**config.mk**
```make
export PLATFORM = sky130hd
export DESIGN_NAME = icap_channel
export DESIGN_NICKNAME = d
export VERILOG_FILES = /design/src/rtl/icap_pkg.sv /design/src/rtl/icap_cond.sv /design/src/rtl/icap_counter.sv /design/src/rtl/icap_evsel.sv /design/src/rtl/icap_psc.sv /design/src/rtl/icap_channel.sv
export SDC_FILE = /design/constraint.sdc
export NUM_CORES = 1
export LEC_CHECK = 0
export ABC_AREA = 1
export BUFFER_PORTS_ARGS = -buffer_cell sky130_fd_sc_hd__buf_2
export CAP_MARGIN = 40
export CORE_ASPECT_RATIO = 0.8
export CORE_UTILIZATION = 33
export DETAILED_ROUTE_END_ITERATION = 10
export PLACE_DENSITY_LB_ADDON = 0.05
export SLEW_MARGIN = 5
export SYNTH_ARGS = -nofsm -noshare
export SYNTH_HDL_FRONTEND = slang
export SYNTH_HIERARCHICAL = 1
export SYNTH_SLANG_ARGS = --single-unit
```
**constraint.sdc**
```tcl
create_clock -name clk -period 2 [get_ports clk]
set_clock_uncertainty 0.15 [all_clocks]
set_input_delay 0.2 -clock clk [delete_from_list [all_inputs] [get_ports clk]]
set_output_delay 0.2 -clock clk [all_outputs]
set_load 0.01 [all_outputs]
```
**src/rtl/icap_pkg.sv**
```systemverilog
package icap_pkg;
  localparam int FLT_W = 4;
  localparam int PSC_W = 2;
  localparam int SRC_W = 2;
  localparam logic [SRC_W-1:0] SRC_NONE = 2'b00;
  localparam logic [SRC_W-1:0] SRC_OWN  = 2'b01;
  localparam logic [SRC_W-1:0] SRC_NBR  = 2'b10;
  localparam logic [SRC_W-1:0] SRC_TRIG = 2'b11;
endpackage

```
**src/rtl/icap_cond.sv**
```systemverilog
// Two-flop synchronizer followed by a 2N-sample agreement filter.
module icap_cond
  import icap_pkg::*;
#(
  parameter int SYNC_N = 2
) (
  input  logic             clk,
  input  logic             rst_n,
  input  logic             din,
  input  logic [FLT_W-1:0] flt_cfg,
  output logic             dout
);
  localparam int FC_W = FLT_W + 1;

  logic [SYNC_N-1:0] sync_q;
  logic [FC_W-1:0]   agree_q;
  logic [FC_W-1:0]   need;
  logic              samp;

  assign samp = sync_q[SYNC_N-1];
  assign need = {flt_cfg, 1'b0};

  always_ff @(posedge clk or negedge rst_n) begin
    if (!rst_n) sync_q <= '0;
    else        sync_q <= {sync_q[SYNC_N-2:0], din};
  end

  always_ff @(posedge clk or negedge rst_n) begin
    if (!rst_n) begin
      dout    <= 1'b0;
      agree_q <= '0;
    end else if (flt_cfg == '0) begin
      dout    <= samp;
      agree_q <= '0;
    end else if (samp == dout) begin
      agree_q <= '0;
    end else if (agree_q + 1'b1 >= need) begin
      dout    <= samp;
      agree_q <= '0;
    end else begin
      agree_q <= agree_q + 1'b1;
    end
  end
endmodule

```
**src/rtl/icap_counter.sv**
```systemverilog
// Free-running counter with enable and self-clearing update request.
module icap_counter #(
  parameter int CNT_W = 16
) (
  input  logic             clk,
  input  logic             rst_n,
  input  logic             cnt_en,
  input  logic             ug_set,
  output logic [CNT_W-1:0] count,
  output logic             ug_bit
);
  always_ff @(posedge clk or negedge rst_n) begin
    if (!rst_n) begin
      count  <= '0;
      ug_bit <= 1'b0;
    end else begin
      ug_bit <= ug_set & ~ug_bit;
      if (ug_bit)      count <= '0;
      else if (cnt_en) count <= count + 1'b1;
    end
  end
endmodule

```
**src/rtl/icap_evsel.sv**
```systemverilog
// Per-line edge detection with polarity, then source selection.
module icap_evsel
  import icap_pkg::*;
#(
  parameter int N_LINES = 2
) (
  input  logic               clk,
  input  logic               rst_n,
  input  logic [N_LINES-1:0] filt,
  input  logic               trig_in,
  input  logic               pol_fall,
  input  logic [SRC_W-1:0]   src_sel,
  output logic               evt
);
  logic [N_LINES-1:0] prev_q;
  logic [N_LINES-1:0] act;

  always_ff @(posedge clk or negedge rst_n) begin
    if (!rst_n) prev_q <= '0;
    else        prev_q <= filt;
  end

  for (genvar g = 0; g < N_LINES; g++) begin : g_edge
    logic rise, fall;
    assign rise   = filt[g] & ~prev_q[g];
    assign fall   = ~filt[g] & prev_q[g];
    assign act[g] = pol_fall ? fall : rise;
  end

  always_comb begin
    case (src_sel)
      SRC_OWN:  evt = act[0];
      SRC_NBR:  evt = act[1];
      SRC_TRIG: evt = trig_in;
      default:  evt = 1'b0;
    endcase
  end
endmodule

```
**src/rtl/icap_psc.sv**
```systemverilog
// Event divider: passes every 2^k-th event.
module icap_psc
  import icap_pkg::*;
(
  input  logic             clk,
  input  logic             rst_n,
  input  logic             evt,
  input  logic             cap_en,
  input  logic [PSC_W-1:0] psc_sel,
  output logic             fire
);
  localparam int DIV_W = (1 << PSC_W) - 1;

  logic [DIV_W-1:0] ev_q;
  logic [PSC_W-1:0] psc_q;
  logic [DIV_W-1:0] limit;
  logic             restart;

  assign limit   = DIV_W'((1 << psc_sel) - 1);
  assign restart = ~cap_en | (psc_sel != psc_q);
  assign fire    = evt & ~restart & (ev_q == limit);

  always_ff @(posedge clk or negedge rst_n) begin
    if (!rst_n) begin
      ev_q  <= '0;
      psc_q <= '0;
    end else begin
      psc_q <= psc_sel;
      if (restart)   ev_q <= '0;
      else if (fire) ev_q <= '0;
      else if (evt)  ev_q <= ev_q + 1'b1;
    end
  end
endmodule

```
**src/rtl/icap_channel.sv**
```systemverilog
module icap_channel
  import icap_pkg::*;
#(
  parameter int CNT_W = 16
) (
  input  logic             clk,
  input  logic             rst_n,
  input  logic             cnt_en,
  input  logic             ug_set,
  input  logic             ti_own,
  input  logic             ti_nbr,
  input  logic             trig_in,
  input  logic [3:0]       flt_cfg,
  input  logic             pol_fall,
  input  logic [1:0]       src_sel,
  input  logic [1:0]       psc_sel,
  input  logic             cap_en,
  input  logic             flag_clr,
  output logic [CNT_W-1:0] count,
  output logic             ug_bit,
  output logic [CNT_W-1:0] cap_val,
  output logic             cap_flag,
  output logic             ovr_flag
);
  localparam int N_LINES = 2;

  logic [N_LINES-1:0] raw;
  logic [N_LINES-1:0] filt;
  logic               evt;
  logic               fire;

  assign raw = {ti_nbr, ti_own};

  icap_counter #(.CNT_W(CNT_W)) u_cnt (
    .clk(clk), .rst_n(rst_n), .cnt_en(cnt_en), .ug_set(ug_set),
    .count(count), .ug_bit(ug_bit)
  );

  for (genvar g = 0; g < N_LINES; g++) begin : g_cond
    icap_cond u_cond (
      .clk(clk), .rst_n(rst_n), .din(raw[g]), .flt_cfg(flt_cfg), .dout(filt[g])
    );
  end

  icap_evsel #(.N_LINES(N_LINES)) u_sel (
    .clk(clk), .rst_n(rst_n), .filt(filt), .trig_in(trig_in),
    .pol_fall(pol_fall), .src_sel(src_sel), .evt(evt)
  );

  icap_psc u_psc (
    .clk(clk), .rst_n(rst_n), .evt(evt), .cap_en(cap_en),
    .psc_sel(psc_sel), .fire(fire)
  );

  always_ff @(posedge clk or negedge rst_n) begin
    if (!rst_n) begin
      cap_val  <= '0;
      cap_flag <= 1'b0;
      ovr_flag <= 1'b0;
    end else if (fire) begin
      cap_val  <= count;
      cap_flag <= 1'b1;
      if (cap_flag) ovr_flag <= 1'b1;
    end else if (flag_clr) begin
      cap_flag <= 1'b0;
      ovr_flag <= 1'b0;
    end
  end
endmodule

```
==> impl_table.tex <==
\begin{tabular}{lr}
\hline
Metric & Value \\
\hline
\multicolumn{2}{l}{\textbf{STA}} \\
Final period demand of the worst path & 1880 ps \\
Post-route worst setup slack & 120.1 ps \\
Endpoints failing setup & 0 \\
Relative max-transition margin & 69.55\% \\
Number of hold violations in the final report & 0 \\
RSZ-0062 raised after global routing & false \\
Slew of the pin with the lowest slew margin & 456.2 ps \\
Count of pins over their slew limit & 0 \\
Highest clock rate & between 500 and 600 MHz \\
Part of the cycle the worst path needs & between 90\% and 100\% \\
\multicolumn{2}{l}{\textbf{Final layout}} \\
Inserted Diodes & 0 \\
Layout area overhead & 30.18\% \\
Cell area after layout & between 0.003 and 0.004 sq mm \\
Post-route non-filler standard cell count & 579 \\
Core utilization of the finished layout & about 44\% \\
Layout net count & 490 \\
Fraction of layout instances using a drive strength above 1 & 25.43\% \\
\multicolumn{2}{l}{\textbf{Drt}} \\
Antenna Violating Nets Remaining & 0 \\
Pre-Repair DR Iteration Count & 4 \\
Via density per instance & about 4.4 \\
Total Routed Length & about 7.0 mm \\
DR DRC count & 0 \\
Detailed Route Iter0 Violations & 100 \\
Average wire per standard cell & 12.17 um \\
Overall via count from detail\_route & 2573 \\
\multicolumn{2}{l}{\textbf{Synth}} \\
Most frequent cell after synthesis & nand2\_1 \\
Syn Std Cell Area & $\sim$0.003 sq mm \\
Total of flip-flops plus latches after synthesis & 58 \\
Sequential fraction of the synthesis area & 47.50\% \\
Net count after synthesis & 410 \\
Adder and majority cell fraction of the synthesized area & 4.914\% \\
XOR/XNOR Fraction of Synth Area & 2.211\% \\
Mux contribution to synthesized area & 0\% \\
Mean instance size in the synthesized netlist & 8.041 sq um \\
Leading post-synthesis cells by cell area & dfrtp\_1, nand2\_1, nor2\_1 \\
Yosys warnings & 6 \\
Area leader, netlist & dfrtp\_1 \\
Synth Flop Type & dfrtp\_1 \\
Fraction of the mapped netlist area in simple logic gates & 35.01\% \\
List of most frequent post-synthesis cells & nand2\_1, dfrtp\_1, nor2\_1, inv\_1, nand3\_1 \\
Synth Area in Compound Gates & under 10\% \\
Share of flip-flops with an asynchronous set or reset & 100.0\% \\
Gate count of the mapped netlist & 380 \\
Distinct cells, synth & 31 \\
Largest family of logic cells by synthesized area & simple AND/OR/NAND/NOR gates \\
Portion of synthesized cell area occupied by the leading cell type & 47.50\% \\
Number of synthesized flops with an enable pin & 0 \\
\multicolumn{2}{l}{\textbf{Die}} \\
Core region area & 0.009037 sq mm \\
Die Width & 109.6 um \\
Row Count & 31 \\
Ports & 53 \\
Die Ht & 88.07 um \\
Initial core utilization & 33.81\% \\
Total Die Area & 0.009650 sq mm \\
\multicolumn{2}{l}{\textbf{Run status}} \\
Run status & complete, no violations \\
\multicolumn{2}{l}{\textbf{Power and ir drop}} \\
Static Leak & $\sim$2.2 nW \\
Pwr/cell area & 902.9 mW/mm\^{}2 \\
Sum of internal, switching and leakage power & 3.591 mW \\
Worst VDD drop & roughly 360 uV \\
\multicolumn{2}{l}{\textbf{Clocking}} \\
Clock latency of the later-clocked register in the worst-skew pair & 320 ps \\
H-Tree Depth & 3 \\
Maximum clock path buffer count & 2 \\
CTS clock-pin slew for the worst setup and hold paths & 50 ps \\
Num CTS Buffers & 9 \\
Sinks on Clock Net & 58 \\
Master cell of the clock root buffer & clkbuf\_16 \\
CTS tree & yes \\
\multicolumn{2}{l}{\textbf{Setup path}} \\
Startpoint type of the worst setup path & flop \\
Sort of element at the end of the critical path & flop \\
CP Max Fanout & 6 \\
Critical Path AT & 1940 ps \\
Required time of the critical path & 2060 ps \\
Category of the critical setup timing path & reg -> reg \\
\multicolumn{2}{l}{\textbf{Global routing}} \\
Via count of the first global-routing pass & between 2000 and 3000 \\
Number of antenna violations at the first check in global routing & 0 \\
Largest net degree at the start of global routing & 59 \\
Wire length of the first global-routing pass & 11.92 mm \\
Remaining global-route overflow & 0 \\
Total GRT Usage & roughly 16\% \\
\multicolumn{2}{l}{\textbf{Job}} \\
Maxcap violations & 0 \\
\multicolumn{2}{l}{\textbf{Placed design}} \\
Post-place setup slack & -46.14 ps \\
Placed Instance Area & 0.003528 sq mm \\
Detailed Place HPWL & 5.078 mm \\
Placed Cells incl. Taps & 556 \\
Quantity of I/O buffers inserted on ports & 52 \\
Last weighted congestion value of the routability-driven placer & 0.7478 \\
\multicolumn{2}{l}{\textbf{Min path}} \\
Min-Delay Path Class & in -> reg \\
\hline
\end{tabular}
## state kept, by name, indices dropped and copies added, names as in the netlist
name                   count
cap_flag                   1
g_cond.u_cond/agree_q     10
cap_val                   16
u_psc/psc_q                2
g_cond.u_cond/dout         2
u_sel/prev_q               2
u_cnt/ug_bit               1
u_cnt/count               16
ovr_flag                   1
g_cond.u_cond/sync_q       4
u_psc/ev_q                 3
## critical path, cell delays in order (launching register included)
cell and delay, ps:
dfrtp_1 410, ha_4 180, nand3_1 70, nand2_1 60
and2_1 180, ha_4 220, nand2_1 60, nand2_1 50
a21oi_2 140, nand2_2 120, nand2_1 80, nand2_1 50
## per-layer routing
metal	part of all wire, %	wire, um	global-route usage, %
met4	1.0	71	5.455
met2	44	3104	25.21
met1	52	3641	21.72
met5	0	0	0
met3	3.2	228	4.315
## worst paths after layout
path,from,to,slack [ps],cells past startpoint
setup / recovery,g_cond[0].u_cond/agree_q[1]$_DFF_PN0_,g_cond[0].u_cond/dout$_DFFE_PN0P_,120,11
min in group asynchronous,rst_n,u_psc/psc_q[1]$_DFF_PN0_,260,3
setup reg to reg,g_cond[0].u_cond/agree_q[1]$_DFF_PN0_,g_cond[0].u_cond/dout$_DFFE_PN0P_,120,11
max in group asynchronous,rst_n,cap_val[11]$_DFFE_PN0P_,1160,3
hold / removal,cnt_en,u_cnt/count[1]$_DFFE_PN0P_,60,3
hold reg to reg,g_cond[1].u_cond/sync_q[0]$_DFF_PN0_,g_cond[1].u_cond/sync_q[1]$_DFF_PN0_,200,0
## report_power, final
part	switching, mW	leakage [nW]	total (mW)	internal [mW]
sequential	0.0918	0.782	1.37	1.28
combinational	0.370	1.28	0.666	0.296
clock	0.499	0.152	1.55	1.06
total	0.960	2.21	3.59	2.63
## metrics by stage
step | hold WS, ps | TNS [ps]
3_5_place_dp | 87.49 | -46.14
3_3_place_gp | 85.75 | -4.338
5_1_grt | 65.86 | 0
2_1_floorplan | -245.6 | 0
6_report | 55.30 | 0
4_1_cts | 41.31 | 0
## logic make-up (layout without fill, tap and decap cells)
group           count (synthesis)  in the layout
compound gates                 12             12
buf+inv                        54            138
flops                          58             58
xor+xnor                        6              6
fa+ha+maj                      12             12
simple gates                  238            238
## final cells by class
| class | count | area [sq um] |
|---|---|---|
| Sequential cell | 58 | 1451 |
| Multi-Input combinational cell | 268 | 1418 |
| Clock buffer | 13 | 270.3 |
| Fill cell | 929 | 5060 |
| Tap cell | 115 | 143.9 |
| Timing Repair Buffer | 73 | 464.2 |
| Inverter | 50 | 195.2 |
| Clock inverter | 2 | 35.03 |
## cells in the final DEF (no fill, tap or decap), drive strengths merged
cell	synthesis	routed
nand2	133	133
buf	2	66
nor2	59	59
dfrtp	58	58
inv	50	50
nand3	25	25
clkbuf	2	13
ha	12	12
nand4	10	10
dlygate4sd3	0	7
a21oi	6	6
xor2	5	5
o21ai	4	4
and2	4	4
nand3b	3	3
nor3	3	3
bufinv	0	1
clkinv	0	1
nor3b	1	1
xnor2	1	1
a31oi	1	1
o21bai	1	1
## what timing repair did
action	in CTS	in global routing
pin swaps	0	3
hold buffers	7	0
resized for setup	3	10
endpoints found under the setup margin	2	26
buffers inserted	0	1
endpoints found under the hold margin	65	0
Power figures use the tool's default switching activity.
